<file path="src/rtl/isa_rdy_pkg.sv">
package isa_rdy_pkg;
  typedef enum logic [1:0] {
    RS_IDLE  = 2'd0,
    RS_HOLD  = 2'd1,
    RS_PULSE = 2'd2
  } rdy_state_e;
endpackage

</file>
<file path="src/rtl/isa_rdy_sync.sv">
module isa_rdy_sync #(
  parameter int          W       = 2,
  parameter logic [W-1:0] RST_VAL = '1
) (
  input  logic         clk,
  input  logic         rst_n,
  input  logic [W-1:0] async_i,
  output logic [W-1:0] sync_o
);
  for (genvar b = 0; b < W; b++) begin : g_bit
    logic meta_q, stab_q;
    always_ff @(posedge clk or negedge rst_n) begin
      if (!rst_n) begin
        meta_q <= RST_VAL[b];
        stab_q <= RST_VAL[b];
      end else begin
        meta_q <= async_i[b];
        stab_q <= meta_q;
      end
    end
    assign sync_o[b] = stab_q;
  end
endmodule

</file>
<file path="src/rtl/isa_rdy_timer.sv">
module isa_rdy_timer #(
  parameter int CYCLES = 14,
  localparam int CW = $clog2(CYCLES + 1)
) (
  input  logic clk,
  input  logic rst_n,
  input  logic start_i,
  input  logic abort_i,
  output logic busy_o,
  output logic last_o
);
  logic [CW-1:0] cnt_q;

  always_ff @(posedge clk or negedge rst_n) begin
    if (!rst_n)        cnt_q <= '0;
    else if (abort_i)  cnt_q <= '0;
    else if (start_i)  cnt_q <= CW'(CYCLES);
    else if (cnt_q != '0) cnt_q <= cnt_q - 1'b1;
  end

  assign busy_o = (cnt_q != '0);
  assign last_o = (cnt_q == CW'(1));

  AST_TIMER_NO_WRAP: assert property (@(posedge clk) disable iff (!rst_n)
    (busy_o && !start_i && !abort_i) |=> (cnt_q == $past(cnt_q) - 1'b1));
endmodule

</file>
<file path="src/rtl/isa_target_ready.sv">
module isa_target_ready
  import isa_rdy_pkg::*;
#(
  parameter int CLK_PS   = 5000,
  parameter int PULSE_PS = 70000,
  localparam int PULSE_CYC = (PULSE_PS + CLK_PS - 1) / CLK_PS,
  localparam int RW = $clog2(PULSE_CYC + 2) + 1
) (
  input  logic clk,
  input  logic rst_n,
  input  logic master_own_i,
  input  logic hit_i,
  input  logic mem_hit_i,
  input  logic ior_n_i,
  input  logic iow_n_i,
  input  logic rd_data_rdy_i,
  input  logic wr_latched_i,
  output logic chrdy_o,
  output logic chrdy_oe_o,
  output logic memcs16_n_o,
  output logic memcs16_oe_o
);
  logic [1:0] cmd_s;
  logic       cmd_act, cmd_prev_q, cmd_fall, strobe;
  logic       tmr_start, tmr_abort, tmr_busy, tmr_last;
  logic       cs_oe_q;
  rdy_state_e st_q, st_d;

  isa_rdy_sync #(.W(2), .RST_VAL(2'b11)) u_sync (
    .clk(clk), .rst_n(rst_n),
    .async_i({iow_n_i, ior_n_i}), .sync_o(cmd_s)
  );

  assign cmd_act  = ~cmd_s[0] | ~cmd_s[1];
  assign cmd_fall = cmd_act & ~cmd_prev_q;
  assign strobe   = rd_data_rdy_i | wr_latched_i;

  always_ff @(posedge clk or negedge rst_n) begin
    if (!rst_n) cmd_prev_q <= 1'b0;
    else        cmd_prev_q <= cmd_act;
  end

  isa_rdy_timer #(.CYCLES(PULSE_CYC)) u_tmr (
    .clk(clk), .rst_n(rst_n),
    .start_i(tmr_start), .abort_i(tmr_abort),
    .busy_o(tmr_busy), .last_o(tmr_last)
  );

  always_comb begin
    st_d      = st_q;
    tmr_start = 1'b0;
    tmr_abort = 1'b0;
    unique case (st_q)
      RS_IDLE:
        if (cmd_fall && master_own_i && hit_i) st_d = RS_HOLD;
      RS_HOLD:
        if (!master_own_i || !cmd_act) st_d = RS_IDLE;
        else if (strobe) begin
          st_d      = RS_PULSE;
          tmr_start = 1'b1;
        end
      RS_PULSE:
        if (!master_own_i) begin
          st_d      = RS_IDLE;
          tmr_abort = 1'b1;
        end else if (tmr_last || !tmr_busy) st_d = RS_IDLE;
      default: st_d = RS_IDLE;
    endcase
  end

  always_ff @(posedge clk or negedge rst_n) begin
    if (!rst_n) st_q <= RS_IDLE;
    else        st_q <= st_d;
  end

  always_ff @(posedge clk or negedge rst_n) begin
    if (!rst_n) cs_oe_q <= 1'b0;
    else        cs_oe_q <= master_own_i & hit_i & mem_hit_i;
  end

  assign chrdy_oe_o   = (st_q != RS_IDLE);
  assign chrdy_o      = (st_q == RS_PULSE);
  assign memcs16_oe_o = cs_oe_q;
  assign memcs16_n_o  = 1'b0;

  // checker: length of the driven-high run
  logic [RW-1:0] hi_run_q;
  always_ff @(posedge clk or negedge rst_n) begin
    if (!rst_n) hi_run_q <= '0;
    else if (chrdy_oe_o && chrdy_o) hi_run_q <= hi_run_q + 1'b1;
    else hi_run_q <= '0;
  end

  AST_PULSE_BOUNDED: assert property (@(posedge clk) disable iff (!rst_n)
    hi_run_q <= RW'(PULSE_CYC));
  AST_ENTRY_QUALIFIED: assert property (@(posedge clk) disable iff (!rst_n)
    $rose(chrdy_oe_o) |-> $past(master_own_i && hit_i));
  AST_HIGH_AFTER_STROBE: assert property (@(posedge clk) disable iff (!rst_n)
    ($rose(chrdy_o) && chrdy_oe_o) |-> $past(rd_data_rdy_i || wr_latched_i));
  AST_NO_DRIVE_UNOWNED: assert property (@(posedge clk) disable iff (!rst_n)
    !master_own_i |=> !chrdy_oe_o);
  AST_CS16_DECODE: assert property (@(posedge clk) disable iff (!rst_n)
    memcs16_oe_o |-> $past(master_own_i && hit_i && mem_hit_i));
endmodule

</file>
<file path="config.mk">
export PLATFORM = sky130hd
export DESIGN_NAME = isa_target_ready
export DESIGN_NICKNAME = d
export VERILOG_FILES = /design/src/rtl/isa_rdy_pkg.sv /design/src/rtl/isa_rdy_sync.sv /design/src/rtl/isa_rdy_timer.sv /design/src/rtl/isa_target_ready.sv
export SDC_FILE = /design/constraint.sdc
export NUM_CORES = 1
export LEC_CHECK = 0
export BUFFER_PORTS_ARGS = -buffer_cell sky130_fd_sc_hd__buf_2
export CORE_MARGIN = 3
export CORE_UTILIZATION = 35
export CTS_BUF_LIST = sky130_fd_sc_hd__clkbuf_4
export CTS_CLUSTER_SIZE = 24
export DETAILED_ROUTE_END_ITERATION = 8
export SYNTH_ARGS = -nofsm -noshare
export SYNTH_HDL_FRONTEND = slang
export SYNTH_SLANG_ARGS = --single-unit
</file>
<file path="constraint.sdc">
create_clock -name clk -period 2 [get_ports clk]
set_clock_uncertainty 0.15 [all_clocks]
set_input_delay 0.4 -clock clk [delete_from_list [all_inputs] [get_ports clk]]
set_output_delay 0.4 -clock clk [all_outputs]
set_load 0.05 [all_outputs]
</file>
After elaboration in Yosys (flattened, before gate mapping)
Cells that the tools add are included.

Register bits: 12. Bits in latches: 0. Memory bits (writable): 0. ROM bits: 0. Bits of input ports: 9. Output and inout bits: 4. Word-level logic and storage cells: 49. Memories kept: 0.

Add/subtract/negate cells: 1. Multipliers: 0. Divide/modulo/power cells: 0. Magnitude comparators: 0. Eq/ne operators: 6. Shift operators: 0. Multiplexer cells: 14. Bitwise logic cells: 8. Reductions and logical operators: 12.

Operators with widths (number): $mux 4 (3); $mux 2 (5); $pmux 2 s3 (1); $mux 1 (5); $eq 4x1->1 const B (1); $reduce_bool 4->1 (1); $sub 4x1->4 const B (1); $and 1x1->1 (3); $logic_not 1->1 (3); $ne 3x2->1 const B (1); $ne 3x3->1 const B (1); $not 1->1 (3); $reduce_and 3->1 (1); $reduce_bool 3->1 (1); $eq 2x1->1 const B (1); $eq 2x2->1 const B (1); $logic_and 1x1->1 (2); $logic_not 2->1 (1); $logic_or 1x1->1 (2); $ne 2x2->1 const B (1); $or 1x1->1 (2); $reduce_bool 2->1 (1).

Longest topological paths before layout
Gate-level depths: netlist (run 1).

Depth in word-level cells: 8. Mapped depth: 5. Depth with buffers taken out: 5.

By module
Synthesis (run 1) repeated with hierarchy kept, for this count alone.

Cell total of the unflattened synthesis: 51. Area, all modules: 570.5 µm².

Modules (own cells, without submodules): isa_rdy_timer (instances 1, cells an instance 25, area an instance 247.7 µm², sequential area each 100.1 µm²); isa_target_ready (instances 1, cells an instance 20, area an instance 202.7 µm², sequential area each 100.1 µm²); isa_rdy_sync (instances 1, cells an instance 6, area an instance 120.1 µm², sequential area each 105.1 µm²).

Least setup slack after synthesis (run 1)
No wires, ideal clock.

Path kind: reg-to-reg. From: register st_q[0]. To: register u_tmr.cnt_q[0]. Setup time: 0.120 ns. Arrival time: 1.601 ns. Required time: 1.730 ns. Slack: 0.130 ns. Cell stages (with the launch flop): 4. Path buffers: 0. Clock period less this slack: 1.870 ns. Cell sequence: dfrtp_1 nor2b_1 nor2b_1 and3b_1.

Elaborated cells on any way between the ends: 7. Classes of those cells: 2 x eq/ne; 4 x mux; 1 x reduce/logical.

RTL lines: from (decl) (RTL line isa_target_ready.sv:27) `rdy_state_e st_q, st_d;`; from (signal assigned) (RTL line isa_target_ready.sv:73) `else st_q <= st_d;`; $eq 2x2->1 (*); via chrdy_o (RTL line isa_target_ready.sv:18) `output logic chrdy_o,`; $mux 1 (*) (RTL line isa_target_ready.sv:53) `unique case (st_q)`; $reduce_bool 3->1 (no line) / $mux 4 (equally long branches); to (signal assigned) (RTL line isa_rdy_timer.sv:17) `else if (start_i) cnt_q <= CW'(CYCLES);`; to (signal assigned) (RTL line isa_rdy_timer.sv:18) `else if (cnt_q != '0) cnt_q <= cnt_q - 1'b1;`; to (decl) (RTL line isa_rdy_timer.sv:12) `logic [CW-1:0] cnt_q;`.

Mark *: on every way through the listed nets, which the timed path passes. The rest lies on a longest branch. A chain may end at the register's enable or synchronous reset.

Worst setup path in the final report (run 1)
From: register u_tmr.cnt_q[1]. To: register u_tmr.cnt_q[1].

Cells in the longest elaborated chain, start to end: 4. Elaborated cells on any way between the ends: 6. Classes of those cells: 1 x add/sub; 3 x mux; 2 x reduce/logical.

Ends and longest elaborated chain: $sub 4x1->4 (RTL line isa_rdy_timer.sv:18); $mux 4 (RTL line isa_rdy_timer.sv:18); $mux 4 (RTL line isa_rdy_timer.sv:17); $mux 4 (RTL line isa_rdy_timer.sv:16) `else if (abort_i) cnt_q <= '0;`.

Parallel ways exist; a longest one is shown, timed or not. The select of a mux whose other input is x is not followed.

==> summary.md, run 1 <==
| Metric | Value |
|---|---|
| Post-Syn Nets | `56` |
| Critical hold path startpoint | `ior_n_i` |
| Vertical die dimension | `44.89 µm` |
| Total number of placement rows | `13` |
| Launching point of the worst reg2reg path | `u_tmr.cnt_q[1]` |
| Global-route usage over all layers | `10.72%` |
| Final WL | `854 µm` |
| Instance count of the mapped netlist | `45` |
| Kind of critical path | `reg -> reg` |
| Via total after detailed routing | `388` |
| Average routed wire per standard cell | `11.39 µm` |
| CP Max Fanout | `5` |
| Data required time of the critical path | `2050 ps` |
| Maximum cell stage delay along the critical path | `390 ps` |
| Postcts setup bufs | `0` |
| Cells along the critical path | `inv_1, ha_1, nor3b_1, mux2_2, a21oi_1` |
| Path length in cells of the critical path | `5` |
| Final Hold Fails | `0` |
| Startpoint kind of the worst setup timing path | `flop` |
| Share of async-settable or async-resettable flops after synthesis | `100.0%` |
| PortBufs | `11` |
| Number of buffers and inverters on the critical path | `1` |
| Kind of path behind the tightest hold check | `in -> reg` |
| Biggest area contributors in the synthesized netlist | `dfrtp_1, dfstp_2, ha_1, nor2b_1, inv_1` |
| Fmax | `0.5699 GHz` |
| Register bit count reported by yosys | `12` |
| RSZ-0062 raised after global routing | `no` |
| Antenna violations before repair | `0` |
| Crit share post-route | `87.74%` |
| Total clock buffers created by CTS | `3` |
| Area of the die | `2015 µm²` |
| First-pass detailed-route iteration total | `4` |
| Number of global-route vias before repair | `373` |
| Number of max-slew violations in the final report | `0` |
| Net total in the final layout | `72` |
| Final Setup Violations | `0` |
| Placed Cells | `70` |
| Core footprint | `1366 µm²` |
| Insertion delay of the later-clocked pin in the worst-skew pair | `270 ps` |
| Outcome | `finished, final reports clean` |
| Depth of the most critical reg-to-reg path | `5` |
| CTS HTree Levels | `1` |
| Sequential-to-total area share from yosys stat | `57.68%` |
| Multi-input logic area | `205.2 µm²` |
| Die width | `44.89 µm` |
| Global-route wire length before repair | `1.476 mm` |
| Kind of cell with the highest combined delay on the critical path | `flip-flops` |
| Master of the slowest instance on the critical path | `dfrtp_1` |
| Total congestion overflow after global routing | `0` |
| Maximum clock path buffer count | `2` |
| Area Growth Syn to Fin | `19.39%` |
| Maximum number of pins on one net before global-route repair | `13` |
| Portion of synthesized cell area occupied by the leading cell type | `37.83%` |
| Storage cell area | `305.3 µm²` |
| Final RePlAce weighted congestion | `0.6886` |
| Number of synthesized flops with an enable pin | `0` |
| VDD IR-drop max | `668.8 µV` |
| Number of fill cells in the layout | `141` |
| Post-CTS resize count | `0` |
| Number of max-capacitance violations reported | `0` |
| Mean instance size in the synthesized netlist | `11.76 µm²` |
| Root buf cell | `clkbuf_4` |
| Count of nets left with antenna violations after detail routing | `0` |
| Starting density of the core | `38.74%` |
| Clock slew at reported path FFs | `70 ps` |
| Ant diodes | `0` |
| Synth unique cells | `27` |
| Placed wire-length estimate | `640.8 µm` |
| Total power density per cell area | `1127 nW/µm²` |
| Number of standard cells in the final layout excluding fillers | `75` |
| Critical Path Sink Type | `flop` |
| Most area-hungry cell type in the Yosys netlist | `dfrtp_1` |
| Worst setup path start | `u_tmr.cnt_q[1]` |
| CP Data Arrival Time | `1800 ps` |
| TritonCTS clock tree | `yes` |
| Worst hold path depth | `1` |
| DRC errors left | `0` |
| Clock sink total | `12` |
| Fraction of final layout cells sized beyond drive strength 1 | `36.67%` |
| Netlist area before placement | `529.3 µm²` |
| Number of warnings reported in the yosys synthesis log | `0` |
| Final period demand of the worst path | `1755 ps` |
| Starting DRT DRC Count | `10` |
| Main synth FF type | `dfrtp_1` |
| Average via count per standard cell | `5.173` |
| Accumulated negative setup slack | `0 ps` |
| Leakage power figure | `0.0003090 µW` |
| Number of top-level pins | `13` |
## worst reg2reg max path, cell delays in order (launching register included)
cell	delay, ps
dfrtp_1	390
inv_1	100
ha_1	220
nor3b_1	330
mux2_2	370
a21oi_1	130
## power by group
| group | switching, µW | total (µW) | internal [µW] |
|---|---|---|---|
| registers | 45.0 | 340 | 295 |
| clock network | 76.3 | 148 | 72.1 |
| logic | 104 | 223 | 119 |
## through the flow
stage	area (µm²)	utilization (%)	worst slack (ps)	total power [µW]	hold WS, ps
4_1_cts	631.9	46.25	242.6	718.8	65.88
5_1_grt	631.9	46.25	125.9	768.2	57.78
3_3_place_gp	595.6	43.59	292.7	558.6	137.6
2_1_floorplan	529.3	-	129.6	516.1	-45.59
3_5_place_dp	595.6	43.59	259.3	564.6	142.2
6_report	631.9	46.25	245.2	712.2	75.69
## Yosys cell counts (all sizes together), types with 2 or more instances
cell	n
a21oi	2
dfrtp	8
dfstp	4
ha	2
inv	3
nand2	2
nor2	3
nor2b	2
## layout by cell type (no fill, tap or decap)
master and n:
ha_1 2, nand2_1 2, dfrtp_1 8, or4b_1 1, o311ai_0 1, nand2b_1 1
nor2_1 3, or4_4 1, dfstp_2 4, and2_4 1, and3_1 1, nand3_1 1
clkbuf_4 3, conb_1 1, inv_1 3, dlygate4sd3_1 1, mux2_2 1, a31oi_1 1
buf_2 11, nor2b_1 2, xnor2_1 1, nor3b_1 1, mux2i_1 1, and3b_1 1
o31ai_1 1, or2_2 1, a21oi_1 2, nor3_1 1, nand3b_1 1, clkinv_1 1
## registers in the layout (all words and copies together), names as in the netlist
name / cells
u_tmr.cnt_q: 4
st_q: 2
u_sync.g_bit.meta_q: 2
u_sync.g_bit.stab_q: 2
cmd_prev_q: 1
memcs16_oe_o: 1
## cell families after synthesis
family / Yosys count / synth area share, %
AO/OA/AOI/OAI: 5 / 6.148
XOR/XNOR: 1 / 1.655
adder cells (fa/ha/maj): 2 / 4.727
buffers and inverters: 4 / 3.546
flip-flops: 12 / 57.68
multiplexers: 2 / 4.019
other: 1 / 0.7085
AND/OR/NAND/NOR: 18 / 21.52
## repair_timing
item | in CTS | in global routing
hold buffers | 1 | 0
endpoints found under the hold margin | 8 | 0
endpoints found under the setup margin | 0 | 0
## final timing paths
| kind | slack, ps | to |
|---|---|---|
| setup / recovery | 250 | u_tmr.cnt_q[1] |
| hold / removal | 80 | u_sync.g_bit[0].meta_q |
| setup reg to reg | 250 | u_tmr.cnt_q[1] |
| hold reg to reg | 210 | u_sync.g_bit[1].stab_q |
| max in group asynchronous | 1040 | u_sync.g_bit[0].meta_q |
| min in group asynchronous | 390 | memcs16_oe_o |
## metal layers
layer | track usage (%) | vias to the layer above | routed length (µm) | share of wire, %
met5 | 0 | - | 0 | 0
met3 | 5.976 | 2 | 78 | 9.1
met4 | 5.263 | 0 | 8 | 0.94
met2 | 17.48 | 18 | 409 | 48
met1 | 11.08 | 187 | 357 | 42
li1 | - | 181 | - | -
## layout make-up
type	count	area share [%]
Clock inverter	1	0.5941
Tap cell	15	2.970
Sequential cell	12	48.32
Clock buffer	3	3.564
Inverter	3	1.782
Timing Repair Buffer	12	10.30
Multi-Input combinational cell	29	32.48
No activity file was read; power rests on OpenSTA's default activity.
==> run 2: changes to the inputs <==
Settings changed: CELL_PAD_IN_SITES_DETAIL_PLACEMENT from default to 0, CELL_PAD_IN_SITES_GLOBAL_PLACEMENT from default to 1, PLACE_DENSITY_LB_ADDON from default to 0.1.
==> summary.md, run 2 (synthesis gave the netlist of run 1 again) <==
| Metric | Value |
|---|---|
| Outcome | `finished, final reports clean` |
| CTS HTree Levels | `1 (unchanged)` |
| Postcts setup bufs | `0 (unchanged)` |
| Total power density per cell area | `1129 nW/µm² (+0.18%)` |
| Kind of path behind the tightest hold check | `in -> reg` |
| Number of top-level pins | `13 (unchanged)` |
| Root buf cell | `clkbuf_4` |
| Number of global-route vias before repair | `396 (+6.2%)` |
| Die width | `44.89 µm (unchanged)` |
| RSZ-0062 raised after global routing | `no` |
| Core footprint | `1366 µm² (unchanged)` |
| Post-CTS resize count | `0 (unchanged)` |
| Register-to-Register Setup Slack | `200 ps (-50 ps)` |
| Max reg flops | `4 (unchanged)` |
| Global-route usage over all layers | `11.21% (+0.49 points)` |
| Most common cell after layout, fill and taps aside | `buf_2` |
| Clock slew at reported path FFs | `80 ps (about the same)` |
| Final WL | `952 µm (+11%)` |
| Kind of critical path | `reg -> reg` |
| Startpoint kind of the worst setup timing path | `flop` |
| Area of the die | `2015 µm² (unchanged)` |
| TritonCTS clock tree | `yes` |
| Final period demand of the worst path | `1805 ps (+49.86 ps)` |
| Total congestion overflow after global routing | `0 (unchanged)` |
| Maximum clock path buffer count | `2 (unchanged)` |
| Accumulated negative setup slack | `0 ps (unchanged)` |
| DRC errors left | `0 (unchanged)` |
| Final Hold Fails | `0 (unchanged)` |
| Area Growth Syn to Fin | `18.68%` |
| Post-cts hold buffer count | `1 (unchanged)` |
| PortBufs | `11 (unchanged)` |
| VDD IR-drop max | `461.4 µV (-31%)` |
| Biggest register | `u_tmr.cnt_q` |
| Global-route wire length before repair | `1.580 mm (+7.0%)` |
| Final Setup Violations | `0 (unchanged)` |
| Count of nets left with antenna violations after detail routing | `0 (unchanged)` |
| Placed Cells | `70 (unchanged)` |
| Total clock buffers created by CTS | `3 (unchanged)` |
| Data required time of the critical path | `2030 ps (-20 ps)` |
| Number of fill cells in the layout | `130 (-7.8%)` |
| Final RePlAce weighted congestion | `0.7027 (+2.0%)` |
| Ant diodes | `0 (unchanged)` |
| Maximum cell stage delay along the critical path | `420 ps (+30 ps)` |
| Starting density of the core | `38.74% (unchanged)` |
| Cells along the critical path | `inv_1, ha_1, nor3b_1, mux2_2, a21oi_1` |
| Total number of placement rows | `13 (unchanged)` |
| Fraction of final layout cells sized beyond drive strength 1 | `37.29% (+0.62 points)` |
| Average routed wire per standard cell | `12.86 µm (+13%)` |
| Net total in the final layout | `72 (unchanged)` |
| Top library cells by usage in the layout, fill and taps aside | `buf_2, dfrtp_1, dfstp_2` |
| Fmax | `0.5541 GHz (-2.8%)` |
| Crit share post-route | `90.23% (+2.5 points)` |
| Average via count per standard cell | `5.000 (-3.4%)` |
| Vertical die dimension | `44.89 µm (unchanged)` |
| Maximum number of pins on one net before global-route repair | `13 (unchanged)` |
| Insertion delay of the later-clocked pin in the worst-skew pair | `270 ps (about the same)` |
| Starting DRT DRC Count | `3 (-7)` |
| Via total after detailed routing | `370 (-4.6%)` |
| Master of the slowest instance on the critical path | `dfrtp_1` |
| Antenna violations before repair | `0 (unchanged)` |
| Number of standard cells in the final layout excluding fillers | `74 (-1.3%)` |
| Number of max-capacitance violations reported | `0 (unchanged)` |
| Leakage power figure | `0.0003075 µW (-0.51%)` |
| Critical Path Sink Type | `flop` |
| CP Data Arrival Time | `1840 ps (+40 ps)` |
| Clock sink total | `12 (unchanged)` |
| First-pass detailed-route iteration total | `2 (-2)` |
| Number of max-slew violations in the final report | `0 (unchanged)` |
| CP Max Fanout | `5 (unchanged)` |
[run 2: worst paths after layout]
path                                        startpoint                     end  cells past startpoint
worst min register to register  u_sync.g_bit[0].meta_q  u_sync.g_bit[0].stab_q                      0
worst max register to register          u_tmr.cnt_q[0]          u_tmr.cnt_q[1]                      5
worst min-delay path                           iow_n_i  u_sync.g_bit[1].meta_q                      1
max in group asynchronous                        rst_n  u_sync.g_bit[0].meta_q                      2
min in group asynchronous                        rst_n          u_tmr.cnt_q[2]                      2
worst max-delay path                    u_tmr.cnt_q[0]          u_tmr.cnt_q[1]                      5
[run 2: report_power, final]
group / internal, µW / switching [µW] / total [µW] / leakage, µW
registers: 295 / 46.0 / 341 / 0.000142
logic: 118 / 105 / 223 / 0.000152
clock network: 69.5 / 75.7 / 145 / 0.0000138
[run 2: cell type report]
type	count	area (µm²)	area share (%)
timing repair buffer	12	65.06	10.36
inverter	3	11.26	1.793
multi-input combinational	29	205.2	32.67
sequential	12	305.3	48.61
tap	15	18.77	2.988
clock buffer	3	22.52	3.586
[run 2: metrics by stage]
stage	utilization (%)	instance area, µm²	setup slack, ps	hold slack [ps]	total power (µW)
floorplan	-	529.3	129.6	-45.59	516.1
global placement	43.59	595.6	322.7	132.9	550.3
detailed placement	43.59	595.6	191.9	139.2	568.6
CTS	45.97	628.1	176.0	64.85	720.6
global route	45.97	628.1	67.35	57.16	769.8
finish	45.97	628.1	195.4	70.57	709.3
[run 2: metal layers]
metal	vias to the layer above	global-route usage, %	wire [µm]
met5	-	0	0
met1	176	12.06	407
met2	11	17.77	460
li1	181	-	-
met4	0	7.602	10
met3	2	4.781	72
[run 2: worst max-delay path: cells and delay by family, from the launching register on]
kind                       cells  cell delay [ps]
AOI/OAI and AO/OA              1              140
adders and majority gates      1              220
buffers and inverters          1               70
DFF                            1              420
muxes                          1              380
and+or+nand+nor                1              350
==> run 3: changes to the inputs <==
Settings changed: RECOVER_POWER from default to 25.
==> summary.md, run 3 (synthesis gave the netlist of run 1 again) <==
| Metric | Value |
|---|---|
| Cells along the critical path | `inv_1, ha_1, nor3b_1, mux2_2, a21oi_1` |
| Max reg flops | `4 (unchanged)` |
| Post-CTS resize count | `0 (unchanged)` |
| Kind of critical path | `reg -> reg` |
| Number of top-level pins | `13 (unchanged)` |
| Final Hold Fails | `0 (unchanged)` |
| Clock sink total | `12 (unchanged)` |
| Maximum clock path buffer count | `2 (unchanged)` |
| CP Max Fanout | `5 (unchanged)` |
| Clock slew at reported path FFs | `80 ps (about the same)` |
| Maximum number of pins on one net before global-route repair | `13 (unchanged)` |
| Count of nets left with antenna violations after detail routing | `0 (unchanged)` |
| Total power density per cell area | `1132 nW/µm² (+0.27%)` |
| Starting DRT DRC Count | `3 (unchanged)` |
| Core footprint | `1366 µm² (unchanged)` |
| PortBufs | `11 (unchanged)` |
| Global-route wire length before repair | `1.580 mm (unchanged)` |
| VDD IR-drop max | `461.3 µV (about the same)` |
| Root buf cell | `clkbuf_4` |
| Maximum cell stage delay along the critical path | `420 ps (about the same)` |
| Normalized max-slew margin | `58.41%` |
| RSZ-0062 raised after global routing | `no` |
| Hold slack | `70.64 ps (+0.06820 ps)` |
| Kind of path behind the tightest hold check | `in -> reg` |
| Number of global-route vias before repair | `396 (unchanged)` |
| Area of the die | `2015 µm² (unchanged)` |
| Total congestion overflow after global routing | `0 (unchanged)` |
| Global-route usage over all layers | `11.21% (unchanged)` |
| Sum of internal, switching and leakage power | `708.4 µW (-0.13%)` |
| CP Data Arrival Time | `1840 ps (about the same)` |
| Number of max-slew violations in the final report | `0 (unchanged)` |
| Data required time of the critical path | `2030 ps (about the same)` |
| Via total after detailed routing | `368 (-0.54%)` |
| DRC errors left | `0 (unchanged)` |
| Average routed wire per standard cell | `12.78 µm (-0.63%)` |
| Area Growth Syn to Fin | `18.20%` |
| Die width | `44.89 µm (unchanged)` |
| First-pass detailed-route iteration total | `2 (unchanged)` |
| Average via count per standard cell | `4.973 (-0.54%)` |
| Number of max-capacitance violations reported | `0 (unchanged)` |
| Outcome | `finished, final reports clean` |
| Master of the slowest instance on the critical path | `dfrtp_1` |
| Fmax | `0.5542 GHz (about the same)` |
| Antenna violations before repair | `0 (unchanged)` |
| Insertion delay of the later-clocked pin in the worst-skew pair | `270 ps (about the same)` |
| Final RePlAce weighted congestion | `0.7027 (unchanged)` |
| Top library cells by usage in the layout, fill and taps aside | `buf_2, dfrtp_1, dfstp_2` |
| Startpoint kind of the worst setup timing path | `flop` |
| Total clock buffers created by CTS | `3 (unchanged)` |
| Crit share post-route | `90.23% (about the same)` |
| Leakage power figure | `0.0003020 µW (-1.8%)` |
| Ant diodes | `0 (unchanged)` |
| CTS HTree Levels | `1 (unchanged)` |
| Most common cell after layout, fill and taps aside | `buf_2` |
| Starting density of the core | `38.74% (unchanged)` |
| Vertical die dimension | `44.89 µm (unchanged)` |
| Accumulated negative setup slack | `0 ps (unchanged)` |
| Final period demand of the worst path | `1805 ps (-0.1230 ps)` |
| Net total in the final layout | `72 (unchanged)` |
| Slew at the pin closest to its max-slew limit | `623.8 ps` |
| Total number of placement rows | `13 (unchanged)` |
| Biggest register | `u_tmr.cnt_q` |
| Critical Path Sink Type | `flop` |
| TritonCTS clock tree | `yes` |
| Final Setup Violations | `0 (unchanged)` |
| Final WL | `946 µm (-0.63%)` |
| Fraction of final layout cells sized beyond drive strength 1 | `33.90% (-3.4 points)` |
-- run 3: cell count changes in the layout (fill, tap and decap cells not counted), sizes merged --
cell | previous run | this run
clkbuf | 3 | 5
buf | 11 | 9
-- run 3: where the power goes --
group,switching (µW),internal [µW]
Combinational,105,117
Clock,75.7,69.5
Sequential,45.9,295
-- run 3: path summary, 6_finish.rpt --
kind | startpoint | end | slack (ps) | cells past startpoint
max | u_tmr.cnt_q[0] | u_tmr.cnt_q[1] | 200 | 5
min | iow_n_i | u_sync.g_bit[1].meta_q | 70 | 1
max reg2reg | u_tmr.cnt_q[0] | u_tmr.cnt_q[1] | 200 | 5
min reg2reg | u_sync.g_bit[0].meta_q | u_sync.g_bit[0].stab_q | 190 | 0
max in group asynchronous | rst_n | u_tmr.cnt_q[3] | 790 | 2
min in group asynchronous | rst_n | u_tmr.cnt_q[2] | 500 | 2
-- run 3: layout make-up --
type | count | area, µm²
fillers | 132 | 740.7
repair buffers | 12 | 62.56
clock buffers | 3 | 22.52
flip-flops and latches | 12 | 305.3
inverters | 3 | 11.26
multi-input cells | 29 | 205.2
well taps | 15 | 18.77
-- run 3: metrics by stage --
stage          instances  setup slack [ps]  utilization [%]  cell area (µm²)
3_3_place_gp          70             322.7            43.59            595.6
4_1_cts               74             176.0            45.97            628.1
5_1_grt               74             67.35            45.79            625.6
6_report              74             195.5            45.79            625.6
2_1_floorplan         45             129.6                -            529.3
3_5_place_dp          70             191.9            43.59            595.6
-- run 3: worst max-delay path, delay by kind of cell, from the launching register on --
kind / cells / cell delay, ps
buf+inv: 1 / 70
compound gates: 1 / 140
fa+ha+maj: 1 / 220
simple gates: 1 / 350
flops: 1 / 420
mux: 1 / 380
-- run 3: what timing repair did --
item / in CTS / in global routing
hold endpoints to repair: 8 / 0
setup buffers: 0 / 0
hold buffers: 1 / 0
-- run 3: layer usage --
metal | wire length, µm | GRT usage, % | up-vias
met5 | 0 | 0 | -
met3 | 71 | 4.781 | 2
met1 | 402 | 12.06 | 174
li1 | - | - | 181
met2 | 460 | 17.77 | 11
met4 | 10 | 7.602 | 0
